### config.mk
export PLATFORM = sky130hd
export DESIGN_NAME = hit_col_sorter
export DESIGN_NICKNAME = d
export VERILOG_FILES = /design/src/rtl/colsort_pkg.sv /design/src/rtl/colsort_store.sv /design/src/rtl/colsort_fill.sv /design/src/rtl/colsort_drain.sv /design/src/rtl/hit_col_sorter.sv
export SDC_FILE = /design/constraint.sdc
export NUM_CORES = 2
export LEC_CHECK = 0
export BUFFER_PORTS_ARGS = -buffer_cell sky130_fd_sc_hd__clkbuf_2
export CAP_MARGIN = 25
export CORE_ASPECT_RATIO = 1.2
export CORE_MARGIN = 3
export CORE_UTILIZATION = 28
export CTS_CLUSTER_SIZE = 40
export DETAILED_ROUTE_END_ITERATION = 8
export PLACE_DENSITY = 0.39
export SLEW_MARGIN = 40
export SYNTH_ARGS = -nofsm -noshare
export SYNTH_HDL_FRONTEND = slang
export SYNTH_MEMORY_MAX_BITS = 65536
export SYNTH_SLANG_ARGS = --single-unit
### constraint.sdc
create_clock -name clk -period 10.13 [get_ports clk]
set_clock_uncertainty 0.1 [all_clocks]
set_input_delay 2.026 -clock clk [delete_from_list [all_inputs] [get_ports clk]]
set_output_delay 2.026 -clock clk [all_outputs]
set_load 0.02 [all_outputs]
### src/rtl/colsort_pkg.sv
`timescale 1ns/1ps
package colsort_pkg;
  localparam int ROW_W = 7;
  localparam int COL_W = 5;
  localparam int TS_W  = 8;
  localparam int ADC_W = 3;

  typedef struct packed {
    logic [ROW_W-1:0] row;
    logic [COL_W-1:0] col;
    logic [TS_W-1:0]  ts;
    logic [ADC_W-1:0] adc;
    logic             sync;
  } hit_t;

  localparam int HIT_W = $bits(hit_t);
endpackage

### src/rtl/colsort_store.sv
`timescale 1ns/1ps
// Simple dual-port storage with a registered read port, shaped for block RAM.
module colsort_store #(
  parameter int DEPTH  = 176,
  parameter int ADDR_W = 8,
  parameter int DATA_W = 24
) (
  input  logic              clk,
  input  logic              wr_en,
  input  logic [ADDR_W-1:0] wr_addr,
  input  logic [DATA_W-1:0] wr_data,
  input  logic              rd_en,
  input  logic [ADDR_W-1:0] rd_addr,
  output logic [DATA_W-1:0] rd_data
);
  logic [DATA_W-1:0] mem [DEPTH];

  always_ff @(posedge clk) begin
    if (wr_en) mem[wr_addr] <= wr_data;
  end

  always_ff @(posedge clk) begin
    if (rd_en) rd_data <= mem[rd_addr];
  end
endmodule

### src/rtl/colsort_fill.sv
`timescale 1ns/1ps
// Collect side: per-column fill counters, crossing tracking, drop decisions.
module colsort_fill import colsort_pkg::*; #(
  parameter int NUM_COLS   = 22,
  parameter int SLOT_DEPTH = 8,
  parameter int CNT_W      = 4,
  parameter int HELD_W     = 8,
  parameter int ADDR_W     = 8
) (
  input  logic                             clk,
  input  logic                             rst,
  input  logic                             fill_en,
  input  logic                             in_valid,
  input  logic                             in_mark,
  input  hit_t                             in_hit,
  input  logic                             drain_done,
  output logic                             in_ready,
  output logic                             start_drain,
  output logic                             wr_en,
  output logic [ADDR_W-1:0]                wr_addr,
  output logic [HIT_W-1:0]                 wr_data,
  output logic [NUM_COLS-1:0][CNT_W-1:0]   col_cnt,
  output logic [HELD_W-1:0]                held,
  output logic                             ovf_flag,
  output logic                             badcol_flag
);
  logic             have_ts;
  logic [TS_W-1:0]  cur_ts;
  logic             ts_change;
  logic             acc_hit;
  logic             col_ok;
  logic [COL_W-1:0] col_idx;
  logic [CNT_W-1:0] sel_cnt;
  logic             slot_full;

  always_comb begin
    ts_change   = have_ts && !in_mark && (in_hit.ts != cur_ts);
    in_ready    = fill_en && !(in_valid && ts_change);
    start_drain = fill_en && in_valid && (in_mark || ts_change);
    acc_hit     = in_valid && in_ready && !in_mark;
    col_ok      = int'(in_hit.col) < NUM_COLS;
    col_idx     = col_ok ? in_hit.col : '0;
    sel_cnt     = col_cnt[col_idx];
    slot_full   = sel_cnt == CNT_W'(SLOT_DEPTH);
    wr_en       = acc_hit && col_ok && !slot_full;
    wr_addr     = ADDR_W'(int'(col_idx) * SLOT_DEPTH + int'(sel_cnt));
    wr_data     = in_hit;
  end

  for (genvar c = 0; c < NUM_COLS; c++) begin : g_cnt
    always_ff @(posedge clk) begin
      if (rst || drain_done) col_cnt[c] <= '0;
      else if (wr_en && col_idx == COL_W'(c)) col_cnt[c] <= col_cnt[c] + CNT_W'(1);
    end
  end

  always_ff @(posedge clk) begin
    if (rst || drain_done) begin
      held    <= '0;
      have_ts <= 1'b0;
      cur_ts  <= '0;
    end else if (wr_en) begin
      held <= held + HELD_W'(1);
      if (!have_ts) begin
        have_ts <= 1'b1;
        cur_ts  <= in_hit.ts;
      end
    end
  end

  always_ff @(posedge clk) begin
    if (rst) begin
      ovf_flag    <= 1'b0;
      badcol_flag <= 1'b0;
    end else begin
      if (acc_hit && col_ok && slot_full) ovf_flag <= 1'b1;
      if (acc_hit && !col_ok) badcol_flag <= 1'b1;
    end
  end
endmodule

### src/rtl/colsort_drain.sv
`timescale 1ns/1ps
// Drain side: walks columns upward, issues reads, owns the output handshake.
module colsort_drain #(
  parameter int NUM_COLS   = 22,
  parameter int SLOT_DEPTH = 8,
  parameter int CNT_W      = 4,
  parameter int HELD_W     = 8,
  parameter int ADDR_W     = 8
) (
  input  logic                           clk,
  input  logic                           rst,
  input  logic                           start,
  input  logic [NUM_COLS-1:0][CNT_W-1:0] col_cnt,
  input  logic [HELD_W-1:0]              held,
  input  logic                           out_ready,
  output logic                           busy,
  output logic                           done,
  output logic                           rd_en,
  output logic [ADDR_W-1:0]              rd_addr,
  output logic                           out_valid,
  output logic                           out_eoc
);
  localparam int IDX_W = (NUM_COLS > 1) ? $clog2(NUM_COLS) : 1;

  logic [IDX_W-1:0]  col;
  logic [CNT_W-1:0]  idx;
  logic [HELD_W-1:0] remain;
  logic              can_issue;
  logic              col_done;

  always_comb begin
    can_issue = !out_valid || out_ready;
    col_done  = idx == col_cnt[col];
    done      = busy && (remain == '0);
    rd_en     = busy && (remain != '0) && !col_done && can_issue;
    rd_addr   = ADDR_W'(int'(col) * SLOT_DEPTH + int'(idx));
  end

  always_ff @(posedge clk) begin
    if (rst) begin
      busy   <= 1'b0;
      col    <= '0;
      idx    <= '0;
      remain <= '0;
    end else if (start) begin
      busy   <= 1'b1;
      col    <= '0;
      idx    <= '0;
      remain <= held;
    end else if (busy) begin
      if (remain == '0) begin
        busy <= 1'b0;
      end else if (col_done) begin
        col <= col + IDX_W'(1);
        idx <= '0;
      end else if (can_issue) begin
        idx    <= idx + CNT_W'(1);
        remain <= remain - HELD_W'(1);
      end
    end
  end

  always_ff @(posedge clk) begin
    if (rst) begin
      out_valid <= 1'b0;
      out_eoc   <= 1'b0;
    end else if (rd_en) begin
      out_valid <= 1'b1;
      out_eoc   <= remain == HELD_W'(1);
    end else if (out_ready) begin
      out_valid <= 1'b0;
      out_eoc   <= 1'b0;
    end
  end
endmodule

### src/rtl/hit_col_sorter.sv
`timescale 1ns/1ps
module hit_col_sorter import colsort_pkg::*; #(
  parameter int NUM_COLS   = 22,
  parameter int SLOT_DEPTH = 8
) (
  input  logic             clk,
  input  logic             rst,
  input  logic             in_valid,
  input  logic             in_mark,
  input  logic [HIT_W-1:0] in_hit,
  output logic             in_ready,
  output logic             out_valid,
  input  logic             out_ready,
  output logic [HIT_W-1:0] out_hit,
  output logic             out_eoc,
  output logic             ovf_flag,
  output logic             badcol_flag
);
  localparam int TOTAL  = NUM_COLS * SLOT_DEPTH;
  localparam int CNT_W  = $clog2(SLOT_DEPTH + 1);
  localparam int HELD_W = $clog2(TOTAL + 1);
  localparam int ADDR_W = (TOTAL > 1) ? $clog2(TOTAL) : 1;

  logic                           drain_busy;
  logic                           drain_done;
  logic                           start_drain;
  logic                           wr_en;
  logic [ADDR_W-1:0]              wr_addr;
  logic [HIT_W-1:0]               wr_data;
  logic                           rd_en;
  logic [ADDR_W-1:0]              rd_addr;
  logic [NUM_COLS-1:0][CNT_W-1:0] col_cnt;
  logic [HELD_W-1:0]              held;

  colsort_fill #(
    .NUM_COLS(NUM_COLS), .SLOT_DEPTH(SLOT_DEPTH),
    .CNT_W(CNT_W), .HELD_W(HELD_W), .ADDR_W(ADDR_W)
  ) u_fill (
    .clk(clk), .rst(rst), .fill_en(!drain_busy),
    .in_valid(in_valid), .in_mark(in_mark), .in_hit(hit_t'(in_hit)),
    .drain_done(drain_done), .in_ready(in_ready), .start_drain(start_drain),
    .wr_en(wr_en), .wr_addr(wr_addr), .wr_data(wr_data),
    .col_cnt(col_cnt), .held(held),
    .ovf_flag(ovf_flag), .badcol_flag(badcol_flag)
  );

  colsort_store #(.DEPTH(TOTAL), .ADDR_W(ADDR_W), .DATA_W(HIT_W)) u_store (
    .clk(clk), .wr_en(wr_en), .wr_addr(wr_addr), .wr_data(wr_data),
    .rd_en(rd_en), .rd_addr(rd_addr), .rd_data(out_hit)
  );

  colsort_drain #(
    .NUM_COLS(NUM_COLS), .SLOT_DEPTH(SLOT_DEPTH),
    .CNT_W(CNT_W), .HELD_W(HELD_W), .ADDR_W(ADDR_W)
  ) u_drain (
    .clk(clk), .rst(rst), .start(start_drain), .col_cnt(col_cnt), .held(held),
    .out_ready(out_ready), .busy(drain_busy), .done(drain_done),
    .rd_en(rd_en), .rd_addr(rd_addr), .out_valid(out_valid), .out_eoc(out_eoc)
  );
endmodule

# [Word-level counts from Yosys, hierarchy flattened]
# Memory sizes are Yosys's and may differ from the RTL's. A register that Yosys moved wholly into a read port is not among the register bits.
# Cells that the tools add are included.
[classes] muxes=20 div_mod_pow=0 shift=0 magnitude_cmp=3 add_sub_neg=28 n_mul=0 n_bitwise=2 reduce_logical=60 eq_ne=27
[ops] op="4-bit by 1-bit adder with 4-bit output (second input constant)" count=23
[ops] op="4-bit binary-select mux with 5-bit select" count=2
[ops] op="5-bit by 4-bit equality test with 1-bit output (second input constant)" count=8
[ops] op="8-bit two-way mux" count=5
[ops] op="1-bit logical AND" count=38
[ops] op="5-bit equality test (second input constant)" count=6
[ops] op="5-bit by 3-bit equality test with 1-bit output (second input constant)" count=4
[ops] op="8-bit by 4-bit adder with 8-bit output" count=2
[ops] op="4-bit two-way mux" count=4
[ops] op="5-bit by 6-bit < comparator with 1-bit output (second input constant)" count=2
[ops] op="5-bit by 2-bit equality test with 1-bit output (second input constant)" count=2
[ops] op="8-bit by 1-bit adder with 8-bit output (second input constant)" count=1
[ops] op="8-bit by 1-bit equality test with 1-bit output (second input constant)" count=1
[ops] op="8-bit zero test" count=1
[ops] op="1-bit two-way mux" count=8
[ops] op="8-bit inequality test" count=1
[ops] op="2-bit nonzero test" count=4
[ops] op="8-bit nonzero test" count=1
[ops] op="8-bit by 1-bit subtractor with 8-bit output (second input constant)" count=1
[ops] op="1-bit zero test" count=7
[ops] op="3-bit AND reduction" count=2
[ops] op="5-bit by 1-bit adder with 5-bit output (second input constant)" count=1
[ops] op="5-bit by 1-bit equality test with 1-bit output (second input constant)" count=1
[ops] op="5-bit zero test" count=1
[ops] op="other kinds (10)" count=14
[totals] latchBits=0 ram_bits=4224 ff_bits=127 memories=1 in_bits=29 word_cells=174 romBits=0
[mem_list] name="u_store.mem" depth=176 word_bits=24 read_ports=1 rd_clocked_by_memory_dff=1 write_ports=1 line="colsort_store.sv:16" source="logic [DATA_W-1:0] mem [DEPTH];"

# [Longest topological paths before layout]
[logic_depth] word_depth=12 ltp_mapped=15 depth_no_buf=13

# [Modules after synthesis]
# From an unflattened synthesis, not the netlist that was laid out.
[hier_totals] hier_cells=8501 area_unflattened_um2=171613.3
[modules_own_cells] module="colsort_store" area_each_um2=162734.8 cells_each=7427 n_inst=1
[modules_own_cells] module="colsort_fill" area_each_um2=6693.9 cells_each=829 n_inst=1
[modules_own_cells] module="colsort_drain" area_each_um2=2180.8 cells_each=244 n_inst=1
[modules_own_cells] module="hit_col_sorter" area_each_um2=3.8 cells_each=1 n_inst=1

# [Worst setup path before layout]
# Ideal clock, no wire load.
[synth_path] kind="input -> register" startpoint="in in_hit[16]" endpoint="mem u_store.mem[10][0], enable pin" arrival_time_ps=5876 required_time_ps=9625 slack_ps=3749 path_buffers=2 path_stages=13 cell_sequence="buf_2 or3b_1 buf_2 nor2_1 a211oi_1 a31oi_1 a311o_1 inv_2 ha_1 ha_1 o311ai_1 nand3_1 nor2_1"
[synth_via] elab_chain_len=9 word_cells_on_any_way=11 classes_between="add/sub (1); order compare (1); eq/ne (1); mux (5); reduce/logical (3)"
[synth_rtl] item="start, declared" line="hit_col_sorter.sv:10" source="input logic [HIT_W-1:0] in_hit,"
[synth_rtl] item="parallel branches: the longest is 9 deep, another holds 8-bit by 4-bit adder with 8-bit output"
[synth_rtl] item="end, declared" line="colsort_store.sv:16"
# Parallel ways; which one is timed is not known. The select of a mux whose other input is x is not followed.

# [Worst setup path after layout]
[layout_path] startpoint="in in_hit[14]" endpoint="mem u_store.mem[144][16], enable pin"
# Same word-level chain as after synthesis.

==> flow_summary.json <==
{
  "ir_drop_mv": 0.152,
  "total_leakage_power_nw": 58.5,
  "status": "completed",
  "synth_ff_type": "edfxtp_1",
  "gr-total-overflow": 0,
  "clockBufferDepth": 4,
  "regArea_sq_um": 130000,
  "wl_per_cell_microns": 34.4,
  "syn_area_per_cell_sq_um": 23.1,
  "rsz0062_at_grt": "no",
  "slowest_stage": "nor2_1",
  "synth.most_common_cell": "edfxtp_1",
  "crit_fanout": 96,
  "startpoint": "in_hit[14]",
  "finalMaxSlewViolations": 0,
  "cts_made_buffers": 448,
  "p_clk_share_pct": 44.1,
  "multiInputGateArea_sq_um": 39900,
  "min_period_over_period_pct": 73.2,
  "worst_slew_pin_slew_ns": 0.929,
  "cpPeakStageDelay_ns": 0.73,
  "hp-start": "u_fill.cur_ts[0]$_SDFFE_PP0P_",
  "path_cells": "clkbuf_16 > buf_16 > nand3b_1 > or3_1 > a31oi_1 > a311o_1 > buf_4 > inv_2 > ha_1 > nor2_1 > nand3_2 > buf_4 > nor2_4 > buf_4",
  "core_area_sq_um": 605000,
  "grt_start_max_net_pins": 121,
  "synth-edff-count": 4248,
  "gp_routability_congestion": 0.879,
  "holdCritPathClass": "reg2reg",
  "netlist_instances": 7362,
  "synth_nets": 7423,
  "power_switching_w": 0.00805,
  "synthTopCellsByCount": "4248 x edfxtp_1, 1385 x mux4_2, 243 x clkbuf_1",
  "hold_path_end": "u_fill.cur_ts[0]$_SDFFE_PP0P_",
  "ys_ff_latch": 4375,
  "pwr-share-seq_pct": 53.2,
  "worstSetupPathType": "in2reg",
  "drcViolationCount": 0,
  "track_usage_pct": 17.9,
  "period_needed_ns": 7.41,
  "via_per_inst": 4.97,
  "fin_tns_setup_ns": 0,
  "switching_share_pct": 21.5,
  "drive_gt1_share_pct": 33.1,
  "cts_sinks": 4375,
  "place_hpwl_microns": 369000,
  "die_height_microns": 860,
  "cp-end-kind": "flip-flop",
  "grt_pass1_wl_microns": 755000,
  "die_w_microns": 718,
  "p_int_w": 0.0293,
  "synthTopCellsByArea": "edfxtp_1 75%, mux4_2 18%, dfxtp_1 1.5%",
  "drv_cap": 0,
  "grt_antenna_before_repair": 73,
  "cp_data_required_time_ns": 10.74,
  "die_area_sq_um": 617000,
  "synth_async_sr_flop_share_pct": 0,
  "syn2layout_area_growth_pct": 18.3,
  "yosysUniqueCellTypes": 89,
  "ys_seq_area_share_pct": 76.5,
  "ctsHtreeMaxLevel": 5,
  "worstRegToRegCells": 13,
  "cts-resized-gates": 0,
  "yosys.area.top_type": "edfxtp_1",
  "yosysWarnings": 0,
  "min_path_cells": 2,
  "hold_viol": 0,
  "fmax_mhz": 135,
  "pin_count": 58,
  "syn_area_sq_um": 170000,
  "ctsHoldBuffers": 0,
  "tritoncts": "yes",
  "drtAntennaViolNets": 0,
  "r2r_slack_ns": 4.53,
  "power_per_cell_area_nw_per_um2": 186,
  "start_util_pct": 28.1,
  "grt_pass1_vias": 82900,
  "setup_viol": 0,
  "reg2reg_to": "u_store.mem[144][16]$_DFFE_PP_",
  "clock_latency_ns": 1.03,
  "maxSlewHeadroom_pct": 38.1,
  "std_cell_rows": 313,
  "r2r-start": "u_fill.col_cnt[19]$_SDFFE_PP0P_",
  "crit_arrival_ns": 8.02,
  "utilization_pct": 33.2,
  "critical_path.most_common_cell": "buf_4",
  "fillers": 56800,
  "cp-start-kind": "input pin",
  "synth_top_area_share_pct": 75.0,
  "io_buffers": 57,
  "drtIter0Drc": 8287,
  "p_comb_share_pct": 2.7,
  "nNetsFinal": 7884,
  "clk_pin_slew_worst_paths_ns": 0.06,
  "clock-root-buffer": "clkbuf_16",
  "vias": 80800,
  "cts_setup_buffers": 0,
  "drtPass1Iterations": 6,
  "wl_microns": 560000
}
## worst max-delay path by stage
stage | to | slack [ns] | depth (start not counted)
floorplan | u_store.mem[10][0]$_DFFE_PP_ | 3.75 | 13
detailed placement | u_store.mem[144][22]$_DFFE_PP_ | 1.78 | 13
CTS | u_store.mem[144][22]$_DFFE_PP_ | 2.90 | 13
global placement | u_store.mem[46][3]$_DFFE_PP_ | 0.78 | 13
finish | u_store.mem[144][16]$_DFFE_PP_ | 2.72 | 14
global route | u_store.mem[144][16]$_DFFE_PP_ | 2.62 | 14
## routing by layer
layer  GRT usage (%)  wire length (microns)  vias to the layer above
met1            24.2                 239000                    45200
met4            4.17                  14100                        2
met2            30.8                 283000                     2318
met5               0                     13                        -
li1                -                      -                    32700
met3            2.03                  23800                      576
## through the flow
stage / instance area, sq um / hold slack (ns) / power [W] / cells / setup slack (ns)
2_1_floorplan: 170000 / 0.349 / 0.0205 / 7362 / 3.75
3_3_place_gp: 182000 / 0.364 / 0.0212 / 15200 / 0.783
3_5_place_dp: 186000 / 0.386 / 0.0213 / 15400 / 1.78
4_1_cts: 200000 / 0.393 / 0.0379 / 16200 / 2.90
5_1_grt: 201000 / 0.425 / 0.0386 / 16300 / 2.62
6_report: 201000 / 0.393 / 0.0374 / 16300 / 2.72
## kinds of logic (layout without fill, tap and decap cells)
family                   count (synthesis)  in the layout  synth area share (%)
flip-flops                            4375           4375                  76.5
multiplexers                          1449           1449                  18.7
AND/OR/NAND/NOR                        690            690                  1.97
buffers and inverters                  445           1288                  1.08
AO/OA/AOI/OAI                          347            347                  1.41
adder cells (fa/ha/maj)                 32             32                 0.235
XOR/XNOR                                24             24                 0.124
other                                    0             40                     0
## registers in the layout (all words and copies together), names as in the netlist
| name | cells |
|---|---|
| u_drain.busy | 1 |
| u_drain.col | 5 |
| u_drain.idx | 4 |
| u_drain.out_eoc | 1 |
| u_drain.out_valid | 1 |
| u_drain.remain | 8 |
| u_fill.badcol_flag | 1 |
| u_fill.col_cnt | 88 |
| u_fill.cur_ts | 8 |
| u_fill.have_ts | 1 |
| u_fill.held | 8 |
| u_fill.ovf_flag | 1 |
| u_store.mem | 4224 |
| u_store.rd_data | 24 |
## area by class of cell
cell class	instances	share of cell area, %
clock buffers	537	5.80
clock inverters	295	1.38
well taps	8032	4.99
repair buffers	427	3.25
multi-input cells	2542	19.8
inverters	29	0.0553
diodes	40	0.0497
flip-flops and latches	4375	64.7
## worst max-delay path: cells and delay by family
kind                     cells  cell delay, ns
AO/OA/AOI/OAI                2            0.32
buffers and inverters        6            1.70
AND/OR/NAND/NOR              5            3.06
adder cells (fa/ha/maj)      1            0.51
## placed cells by master (no fill, tap or decap), types with 98 or more instances in the layout
cell       count
clkbuf_16    458
clkinv_1     112
nand2_1      114
buf_4        125
edfxtp_1    4248
nor2_4       173
mux4_2      1385
clkinv_2      98
buf_16       107
dfxtp_1      122
## power by group through the flow
stage	Combinational, W	Clock, W	Sequential (W)
floorplan	0.000267	0	0.0203
global placement	0.000987	0	0.0203
detailed placement	0.00103	0	0.0203
CTS	0.00103	0.0170	0.0199
global route	0.00106	0.0176	0.0199
finish	0.00101	0.0165	0.0199
No activity file was read; power rests on OpenSTA's default activity.
